==> config.mk <==
export PLATFORM = sky130hd
export DESIGN_NAME = blk_copy_fsm
export DESIGN_NICKNAME = d
export VERILOG_FILES = /design/src/rtl/blk_copy_fsm.sv
export SDC_FILE = /design/constraint.sdc
export NUM_CORES = 1
export LEC_CHECK = 0
export ABC_AREA = 1
export BUFFER_PORTS_ARGS = -buffer_cell sky130_fd_sc_hd__buf_2
export CORE_ASPECT_RATIO = 1.75
export CORE_MARGIN = 2
export CORE_UTILIZATION = 40
export CTS_CLUSTER_DIAMETER = 80
export DETAILED_ROUTE_END_ITERATION = 8
export PLACE_DENSITY = 0.8
export SLEW_MARGIN = 20
export SYNTH_ARGS = -nofsm -noshare
export SYNTH_HDL_FRONTEND = slang
export SYNTH_SLANG_ARGS = --single-unit
==> constraint.sdc <==
create_clock -name clk -period 1.3 [get_ports clk]
set_input_delay 0.13 -clock clk [delete_from_list [all_inputs] [get_ports clk]]
set_output_delay 0.13 -clock clk [all_outputs]
set_load 0.01 [all_outputs]
==> src/rtl/blk_copy_fsm.sv <==
module blk_copy_fsm #(
  parameter int AW = 16,
  parameter int DW = 16,
  parameter int COUNT = 256,
  parameter logic [15:0] SRC_BASE = 16'h0000,
  parameter logic [15:0] DST_BASE = 16'h8000
) (
  input  logic          clk,
  input  logic          rst_n,
  input  logic          start,
  output logic          src_rd_en,
  output logic [AW-1:0] src_addr,
  input  logic [DW-1:0] src_rdata,
  input  logic          src_err,
  output logic          dst_wr_en,
  output logic [AW-1:0] dst_addr,
  output logic [DW-1:0] dst_wdata,
  input  logic          dst_err,
  output logic          busy,
  output logic          done,
  output logic          error
);
  localparam int CW = $clog2(COUNT) + 1;
  localparam logic [CW-1:0] LAST = CW'(COUNT - 1);
  localparam logic [CW-1:0] FULL = CW'(COUNT);

  typedef enum logic [2:0] {S_IDLE, S_READ, S_WRITE, S_DONE, S_FAULT} state_t;

  state_t        state;
  logic [CW-1:0] src_cnt, dst_cnt;
  logic          in_write, wr_fault;

  assign in_write  = (state == S_WRITE);
  assign src_rd_en = (state == S_READ) || (in_write && src_cnt != FULL);
  assign src_addr  = SRC_BASE[AW-1:0] + AW'(src_cnt);
  assign dst_wr_en = in_write && !src_err;
  assign dst_addr  = DST_BASE[AW-1:0] + AW'(dst_cnt);
  assign dst_wdata = src_rdata;
  assign wr_fault  = in_write && (src_err || dst_err);
  assign busy      = (state == S_READ) || in_write;
  assign done      = (state == S_DONE);
  assign error     = (state == S_FAULT);

  always_ff @(posedge clk or negedge rst_n) begin
    if (!rst_n) begin
      state   <= S_IDLE;
      src_cnt <= '0;
      dst_cnt <= '0;
    end else begin
      if (src_rd_en && !wr_fault) src_cnt <= src_cnt + 1'b1;
      if (in_write && !wr_fault) dst_cnt <= dst_cnt + 1'b1;
      case (state)
        S_IDLE, S_DONE, S_FAULT:
          if (start) begin
            state   <= S_READ;
            src_cnt <= '0;
            dst_cnt <= '0;
          end
        S_READ:  state <= S_WRITE;
        S_WRITE:
          if (wr_fault)               state <= S_FAULT;
          else if (dst_cnt == LAST)   state <= S_DONE;
        default: state <= S_IDLE;
      endcase
    end
  end
endmodule


==> results of run 1 <==
==> synth_stat cells (2+ instances only) <==
cell / number / share of area
ha_1: 4 / 0.033
nand4_1: 4 / 0.016
buf_4: 30 / 0.15
nor2_4: 5 / 0.037
inv_2: 4 / 0.0098
nand3_2: 2 / 0.013
nand2_2: 5 / 0.020
a21oi_1: 9 / 0.029
nor3_1: 2 / 0.0065
nor2_1: 28 / 0.069
o21ai_1: 5 / 0.016
conb_1: 2 / 0.0049
nand3_1: 6 / 0.020
dfrtp_1: 21 / 0.34
o21ai_2: 2 / 0.011
o21ai_0: 5 / 0.016
xor2_1: 2 / 0.011
inv_1: 28 / 0.069
nand2_1: 34 / 0.083
==> flip-flops by register name (all words and copies together), names as in the netlist <==
| signal | flops |
|---|---|
| src_cnt | 9 |
| dst_cnt | 9 |
| state | 3 |
==> how the worst max path moves through the flow <==
stage | startpoint | end | slack [ns] | cells after the start
floorplan | src_cnt[0] | src_cnt[5] | -0.07 | 10
global placement | src_cnt[0] | src_cnt[0] | -0.13 | 9
detailed placement | src_cnt[0] | src_cnt[7] | -0.17 | 9
CTS | src_cnt[1] | src_rd_en | -0.19 | 8
global route | state[0] | src_cnt[2] | -0.27 | 8
finish | state[0] | busy | -0.21 | 5
==> cell usage in the layout (no fill, tap or decap), types with 3 or more instances in the layout <==
cell and count:
dfrtp_2 3, conb_1 14, dfrtp_1 18, buf_6 10, a21oi_2 3, buf_4 45, o21ai_2 5, nand2_4 7
nand3_4 4, nand3_2 4, nor2_4 10, inv_1 21, ha_4 3, nand2_2 9, clkbuf_8 3, nand4_1 4
buf_2 25, o21ai_1 6, inv_2 10, a21oi_1 6, nand2_1 24, nor2_2 5, nor2_1 19
==> worst reg2reg max path, stage by stage (launching register included) <==
cell and delay, ns:
dfrtp_2 0.49, buf_12 0.14, nand3_4 0.14, nand3_4 0.17, nand2_4 0.07, nor2_4 0.21, nand2_1 0.10, a21oi_2 0.13
==> cell families (layout without fill, tap and decap cells) <==
group,count (synthesis),count (layout)
flops,21,21
buf+inv,63,118
compound gates,25,25
xor+xnor,2,2
simple gates,88,89
other cells,2,14
fa+ha+maj,4,4
==> where the power goes <==
group | switching [mW] | internal [mW] | leakage [nW]
clock network | 0.226 | 0.219 | 0.0228
logic | 1.52 | 1.49 | 0.864
registers | 0.154 | 0.793 | 0.281
total | 1.90 | 2.50 | 1.17
==> stage by stage <==
step / area (um^2) / utilization
after global routing: 2320 / 0.640
final: 2320 / 0.640
after detailed placement: 1830 / 0.504
after floorplan: 1600 / -
after global placement: 1830 / 0.504
after CTS: 2110 / 0.582
==> routing by layer <==
layer | wire (um) | part of all wire | track usage | up-vias
met5 | 0 | 0 | 0 | -
met4 | 210 | 0.047 | 0.0811 | 0
met3 | 187 | 0.042 | 0.0192 | 18
met2 | 2530 | 0.56 | 0.406 | 54
met1 | 1570 | 0.35 | 0.190 | 723
li1 | - | - | - | 727
==> what timing repair did <==
action / CTS / global route
endpoints found under the hold margin: 21 / 0
endpoints found under the setup margin: 26 / 26
pin swaps: 15 / 23
setup buffers: 12 / 6
gates resized for setup: 36 / 42
hold buffers: 1 / 0
gates cloned: 0 / 1
==> cell type report <==
class	count	area (um^2)
Tap cell	46	57.6
Fill cell	295	1310
Inverter	32	123
Timing Repair Buffer	82	606
Multi-Input combinational cell	134	963
Clock buffer	4	45.0
Sequential cell	21	529
==> results.py, run 1 <==
metrics = {
    "placement": {
        "gp_congestion": 0.825,
        "dpl.cell_count": 295,
        "port_buffers": 27,
        "place_ws_ns": -0.172,
        "post-dp-hpwl_um": 2870,
    },
    "timing": {
        "relSlewSlack": 0.659,
        "max_freq_mhz": 664,
        "rsz0062_at_grt": "yes",
        "hold_viol_final": 0,
        "fin_ws_ns": -0.206,
        "tightest_slew_ns": 0.511,
        "slew_viol_final": 0,
        "clock-skew-final_ns": 0.00257,
        "fin_crit_ns": 1.51,
        "period_share": 1.16,
        "finalSetupViolCount": 23,
        "setup_tns_ns": -2.78,
        "whs_ns": 0.260,
    },
    "clock_tree": {
        "path_clk_slew_ns": 0.08,
        "clock_path_buffers": 2,
        "htree_levels": 1,
        "clock_latency_ns": 0.27,
        "clkSinkCount": 21,
        "root_buffer": "clkbuf_8",
        "cts_tree": "yes",
        "cts_buffers": 3,
    },
    "run": {
        "drv_cap": 0,
    },
    "status": {
        "violations": "setup timing",
        "status": "finished, violations left",
    },
    "critical_path": {
        "crit_slowest_cell": "dfrtp_2",
        "cpMostUsedCell": "buf_6",
        "crit_required_ns": 1.17,
        "end_kind": "primary output",
        "cp_top_family": "flip-flops",
        "startpoint_type": "register",
        "reg2regPathDepth": 7,
        "r2r_end": "src_cnt[5]",
        "reg2reg_from": "state[0]",
        "rrSetupSlack_ns": -0.20,
        "path_class": "reg2out",
        "worstPathCellList": "buf_12, nand3_4, nand2_4, buf_6, buf_6",
        "crit_buf_inv": 3,
        "cp.arrival_ns": 1.38,
        "cpPeakStageDelay_ns": 0.49,
        "critPathMaxFanout": 6,
    },
    "yosys": {
        "synthesis.area_mm2": 0.00153,
        "yosysUniqueCellTypes": 26,
        "synth_warnings": 0,
        "synth.yosys.seq_area_share": 0.344,
        "synth-xor-area-share": 0.0115,
        "synth-simple-area-share": 0.281,
        "synth_compound_gate_area_share": 0.0933,
        "synth_enable_flop_cells": 0,
        "async_flop_share": 1.00,
        "synth.area.mux_share": 0,
        "avgSynthCellArea_um2": 7.46,
        "synth_ff_type": "dfrtp_1",
        "synthAdderAreaFrac": 0.0327,
        "synth_top_family_by_area": "simple AND/OR/NAND/NOR gates",
        "syn_inst": 205,
        "ys_seq_elements": 21,
    },
    "global_route": {
        "grt_pass1_vias": 1474,
        "grt.overflow.total": 0,
        "grt_max_degree": 22,
        "antenna_found_initial": 0,
        "grt_pass1_wl_um": 6480,
        "grt_usage": 0.198,
    },
    "worst_hold_path": {
        "hold_class": "in2out",
        "whs_endpoint": "dst_wdata[10]",
        "worstHoldStart": "src_rdata[10]",
        "hold_depth": 0,
    },
    "route": {
        "wirelength_um": 4490,
        "first_pass_iters": 4,
        "viasPerCell": 4.77,
        "ant_nets": 0,
        "wl_per_cell_um": 14.1,
        "routed-via-count": 1522,
        "post-route-drc-count": 0,
        "drt_iter0_drc": 54,
    },
    "final_layout": {
        "syn_to_final_growth_pct": 52.0,
        "drive_gt1_frac": 0.568,
        "num_antenna_cells": 0,
        "nets": 299,
        "fin_cells": 319,
    },
    "floorplan": {
        "dieArea_mm2": 0.00435,
        "start_util": 0.421,
        "design.core.area_mm2": 0.00363,
        "std_cell_rows": 29,
        "die_height_um": 85.8,
        "die_w_um": 50.7,
        "io_pins": 74,
    },
    "pwr": {
        "powerDensity_mw_per_mm2": 1890,
        "power_mw": 4.40,
        "p_leak_nw": 1.17,
        "irDropWorstVdd_v": 0.00111,
    },
}
Power figures use the tool's default switching activity.
==> run 2: changes to the inputs <==
--- a/config.mk
+++ b/config.mk
@@ -6,13 +6,13 @@
 export NUM_CORES = 1
 export LEC_CHECK = 0
 export ABC_AREA = 1
-export BUFFER_PORTS_ARGS = -buffer_cell sky130_fd_sc_hd__buf_2
+export BUFFER_PORTS_ARGS = -buffer_cell sky130_fd_sc_hd__buf_4
 export CORE_ASPECT_RATIO = 1.75
 export CORE_MARGIN = 2
 export CORE_UTILIZATION = 40
 export CTS_CLUSTER_DIAMETER = 80
 export DETAILED_ROUTE_END_ITERATION = 8
-export PLACE_DENSITY = 0.8
+export PLACE_DENSITY_LB_ADDON = 0.25
 export SLEW_MARGIN = 20
 export SYNTH_ARGS = -nofsm -noshare
 export SYNTH_HDL_FRONTEND = slang
==> results.py, run 2 (synthesis gave the netlist of run 1 again) <==
metrics = {
    "route": {
        "post-route-drc-count": 0,
        "wirelength_um": 4270,
        "ant_nets": 0,
        "viasPerCell": 4.70,
        "wl_per_cell_um": 13.5,
        "drt_iter0_drc": 32,
        "first_pass_iters": 4,
        "routed-via-count": 1486,
    },
    "timing": {
        "finalSetupViolCount": 24,
        "whs_ns": 0.226,
        "max_freq_mhz": 655,
        "clock-skew-final_ns": 0.00360,
        "fin_crit_ns": 1.53,
        "fin_ws_ns": -0.227,
        "hold_viol_final": 0,
        "setup_tns_ns": -2.63,
        "slew_viol_final": 0,
        "period_share": 1.17,
        "rsz0062_at_grt": "yes",
    },
    "pwr": {
        "powerDensity_mw_per_mm2": 1780,
        "power_mw": 4.25,
        "p_leak_nw": 1.18,
        "irDropWorstVdd_v": 0.00146,
    },
    "clock_tree": {
        "cts_buffers": 3,
        "path_clk_slew_ns": 0.08,
        "htree_levels": 1,
        "clock_path_buffers": 2,
        "cts_tree": "yes",
        "clock_latency_ns": 0.26,
        "clkSinkCount": 21,
        "root_buffer": "clkbuf_8",
    },
    "placement": {
        "post-dp-hpwl_um": 2770,
        "dpl.cell_count": 296,
        "gp_congestion": 0.788,
        "port_buffers": 27,
        "placed_area_mm2": 0.00192,
    },
    "floorplan": {
        "die_w_um": 50.7,
        "std_cell_rows": 29,
        "die_height_um": 85.8,
        "dieArea_mm2": 0.00435,
        "io_pins": 74,
        "design.core.area_mm2": 0.00363,
        "start_util": 0.421,
    },
    "critical_path": {
        "cp_top_family": "simple AND/OR/NAND/NOR gates",
        "crit_buf_inv": 3,
        "worstPathCellList": "inv_2, nand2_2, nor2_2, buf_4, nand2_1, nand2_2, buf_6",
        "cpPeakStageDelay_ns": 0.38,
        "r2r_end": "src_cnt[1]",
        "reg2reg_from": "state[2]",
        "cpMostUsedCell": "nand2_2",
        "startpoint_type": "register",
        "path_class": "reg2out",
        "critPathMaxFanout": 4,
        "reg2regPathDepth": 10,
        "rrSetupSlack_ns": -0.19,
        "end_kind": "primary output",
        "cp.arrival_ns": 1.40,
        "crit_required_ns": 1.17,
        "crit_slowest_cell": "dfrtp_1",
    },
    "global_route": {
        "grt_pass1_vias": 1447,
        "grt.overflow.total": 0,
        "grt_usage": 0.194,
        "grt_pass1_wl_um": 6420,
        "antenna_found_initial": 0,
        "grt_max_degree": 22,
    },
    "run": {
        "drv_cap": 0,
    },
    "final_layout": {
        "num_antenna_cells": 0,
        "final_area_mm2": 0.00239,
        "fin_cells": 316,
        "drive_gt1_frac": 0.559,
        "syn_to_final_growth_pct": 56.2,
        "final_common_cell": "buf_4",
        "nets": 296,
        "top_regs": "dst_cnt (9), src_cnt (9), state (3)",
        "final_cell_mix": "buf_4, nand2_1, inv_1, nor2_1, dfrtp_1",
    },
    "worst_hold_path": {
        "worstHoldStart": "start",
        "hold_depth": 4,
        "hold_class": "in2reg",
        "whs_endpoint": "dst_cnt[2]",
    },
    "status": {
        "violations": "setup timing",
        "status": "finished, violations left",
    },
}
run 2: cell count changes in the layout (fill, tap and decap cells not counted), moves of 2 or more:
cell,change
buf_6,+5
o21ai_2,+2
buf_2,-25
nand3_1,+2
nand3_4,+2
buf_4,+17
nand3_2,-4
run 2: repair_timing:
item / CTS / global route
setup endpoints to repair: 24 / 25
gates resized for setup: 52 / 33
hold buffers: 1 / 0
pin swaps: 22 / 26
hold endpoints to repair: 21 / 0
setup buffers: 10 / 7
gates cloned: 1 / 0
run 2: power by group:
part           total [mW]  switching (mW)  internal, mW
clock network       0.444           0.225         0.219
logic                2.85            1.44          1.41
registers           0.960           0.166         0.793
total                4.25            1.83          2.42
run 2: worst register-to-register path: cells and delay by family (launching register included):
kind	cells	cell delay (ns)
AND/OR/NAND/NOR	7	0.61
buffers and inverters	3	0.39
flip-flops	1	0.38
run 2: cell type report:
cell class	count	area, um^2
Inverter	32	120
Sequential cell	21	529
Multi-Input combinational cell	134	972
Timing Repair Buffer	79	664
Tap cell	46	57.6
Clock buffer	4	45.0
Fill cell	322	1240
run 2: per-layer routing:
metal  global-route usage  wire [um]  part of all wire
met1                0.201       1470              0.34
met2                0.372       2610              0.61
met3               0.0226        137             0.032
met4               0.0885         55             0.013
met5                    0          0                 0
run 2: how the worst max path moves through the flow:
stage	from	endpoint	slack, ns	cells past startpoint
after floorplan	src_cnt[0]	src_cnt[5]	-0.07	10
after CTS	src_cnt[0]	src_rd_en	-0.19	8
after global routing	state[2]	src_cnt[1]	-0.32	10
after detailed placement	src_cnt[0]	src_cnt[7]	-0.13	10
after global placement	src_cnt[0]	src_cnt[3]	-0.12	10
final	state[2]	src_rd_en	-0.23	7
run 2: metrics by stage:
stage / util / worst slack, ns
2_1_floorplan: - / -0.0657
3_3_place_gp: 0.529 / -0.122
3_5_place_dp: 0.529 / -0.134
4_1_cts: 0.611 / -0.190
5_1_grt: 0.658 / -0.316
6_report: 0.658 / -0.227
==> run 3: changes to the inputs <==
--- a/config.mk
+++ b/config.mk
@@ -6,12 +6,12 @@
 export NUM_CORES = 1
 export LEC_CHECK = 0
 export ABC_AREA = 1
-export BUFFER_PORTS_ARGS = -buffer_cell sky130_fd_sc_hd__buf_4
 export CORE_ASPECT_RATIO = 1.75
 export CORE_MARGIN = 2
 export CORE_UTILIZATION = 40
 export CTS_CLUSTER_DIAMETER = 80
 export DETAILED_ROUTE_END_ITERATION = 8
+export DONT_BUFFER_PORTS = 1
 export PLACE_DENSITY_LB_ADDON = 0.25
 export SLEW_MARGIN = 20
 export SYNTH_ARGS = -nofsm -noshare
==> results.py, run 3 (synthesis gave the netlist of run 1 again) <==
metrics = {
    "critical_path": {
        "end_kind": "primary output",
        "critPathMaxFanout": 4,
        "path_class": "reg2out",
        "worstPathCellList": "inv_2, nand2_4, nor2_4, buf_4, nand2_2, nand2_4, buf_6",
        "startpoint_type": "register",
        "cpPeakStageDelay_ns": 0.39,
        "crit_slowest_cell": "dfrtp_1",
        "cpMostUsedCell": "nand2_4",
        "cp.arrival_ns": 1.40,
        "crit_required_ns": 1.17,
    },
    "route": {
        "drt_iter0_drc": 24,
        "viasPerCell": 4.81,
        "wl_per_cell_um": 14.0,
        "post-route-drc-count": 0,
        "wirelength_um": 4300,
        "ant_nets": 0,
        "first_pass_iters": 4,
        "routed-via-count": 1481,
    },
    "clock_tree": {
        "htree_levels": 1,
        "clock_path_buffers": 2,
        "cts_buffers": 3,
        "clkSinkCount": 21,
        "clock_latency_ns": 0.26,
        "root_buffer": "clkbuf_8",
        "cts_tree": "yes",
        "path_clk_slew_ns": 0.08,
    },
    "pwr": {
        "swShare": 0.434,
        "p_switching_mw": 1.89,
        "irDropWorstVdd_v": 0.00132,
        "power_mw": 4.34,
        "p_int_mw": 2.45,
        "pwr-share-comb": 0.681,
        "seqPwrFrac": 0.219,
        "powerDensity_mw_per_mm2": 1830,
        "p_leak_nw": 1.14,
        "p_clk_frac": 0.101,
    },
    "final_layout": {
        "final_area_mm2": 0.00237,
        "syn_to_final_growth_pct": 54.8,
        "final_common_cell": "buf_4",
        "final_cell_mix": "buf_4, nand2_1, inv_1, dfrtp_1",
        "drive_gt1_frac": 0.576,
        "num_antenna_cells": 0,
        "n_fill_cell": 302,
        "post-route-util": 0.652,
        "top_regs": "dst_cnt (9), src_cnt (9), state (3)",
        "fin_cells": 308,
        "nets": 288,
    },
    "floorplan": {
        "die_w_um": 50.7,
        "start_util": 0.421,
        "io_pins": 74,
        "std_cell_rows": 29,
        "die_height_um": 85.8,
        "design.core.area_mm2": 0.00363,
        "dieArea_mm2": 0.00435,
    },
    "timing": {
        "period_share": 1.18,
        "fin_ws_ns": -0.230,
        "clock-skew-final_ns": 0.00848,
        "max_freq_mhz": 654,
        "finalSetupViolCount": 20,
        "relSlewSlack": 0.653,
        "tightest_slew_ns": 0.520,
        "rsz0062_at_grt": "yes",
        "hold_viol_final": 0,
        "slew_viol_final": 0,
        "fin_crit_ns": 1.53,
    },
    "global_route": {
        "grt_max_degree": 22,
        "grt.overflow.total": 0,
        "antenna_found_initial": 0,
        "grt_pass1_vias": 1464,
        "grt_usage": 0.193,
        "grt_pass1_wl_um": 6460,
    },
    "placement": {
        "dpl.cell_count": 281,
        "placed_area_mm2": 0.00181,
        "gp_congestion": 0.824,
        "post-dp-hpwl_um": 2760,
        "port_buffers": 0,
    },
    "status": {
        "status": "finished, violations left",
        "violations": "setup timing",
    },
    "worst_hold_path": {
        "hold_class": "in2reg",
    },
    "run": {
        "drv_cap": 0,
    },
}
run 3: cell types whose count changed in the layout (fill, tap and decap cells not counted), moves of 2 or more:
cell     delta
nor2_4      +3
o21ai_2     -2
nand3_2     +2
nor2_1      -4
inv_4       +2
buf_4       -8
o21ai_1     +2
run 3: worst max-delay path: cells and delay by family (launching register included):
kind / cells / cell delay, ns
flops: 1 / 0.39
buf+inv: 3 / 0.36
simple gates: 4 / 0.39
run 3: final cells by class:
cell class                      count  area [um^2]  area share
Timing Repair Buffer               71          598       0.253
Inverter                           32          125      0.0529
Sequential cell                    21          529       0.224
Clock inverter                      1         5.00     0.00211
Multi-Input combinational cell    134         1010       0.427
Tap cell                           46         57.6      0.0243
Clock buffer                        3         41.3      0.0174
run 3: worst paths after layout:
| path | from | end | slack, ns | cells after the start |
|---|---|---|---|---|
| max in group asynchronous | rst_n | state[0] | 0.50 | 2 |
| min in group asynchronous | rst_n | dst_cnt[7] | 0.41 | 2 |
| worst min register to register | src_cnt[5] | src_cnt[5] | 0.57 | 2 |
| worst min-delay path | start | dst_cnt[4] | 0.08 | 3 |
| worst max register to register | state[2] | src_cnt[1] | -0.17 | 10 |
| worst max-delay path | state[2] | src_rd_en | -0.23 | 7 |
run 3: timing repair:
| item | 4_1_cts | 5_1_grt |
|---|---|---|
| endpoints found under the hold margin | 21 | 21 |
| endpoints found under the setup margin | 24 | 25 |
| hold buffers | 1 | 1 |
| pin swaps | 23 | 29 |
| setup buffers | 11 | 9 |
| gates cloned | 1 | 0 |
| gates resized for setup | 57 | 40 |
run 3: layer usage:
layer	GRT usage	part of all wire	vias up
met5	0	0	-
met4	0.0639	0.037	0
met3	0.0366	0.056	16
met2	0.388	0.57	60
met1	0.187	0.33	699
li1	-	-	706
run 3: per-stage QoR:
step	setup slack (ns)	setup TNS, ns	hold slack, ns
floorplan	-0.0657	-0.361	-0.166
global placement	-0.165	-1.58	-0.165
detailed placement	-0.161	-1.60	-0.165
CTS	-0.192	-1.46	0.0725
global route	-0.276	-3.83	0.0799
finish	-0.230	-2.03	0.0785
run 3: power by group through the flow:
stage	Sequential, mW	Clock (mW)	Combinational (mW)
final	0.950	0.437	2.95
after global routing	0.966	0.469	3.18
after CTS	0.941	0.449	2.52
after detailed placement	0.946	0	1.80
after global placement	0.943	0	1.78
after floorplan	0.982	0	1.02
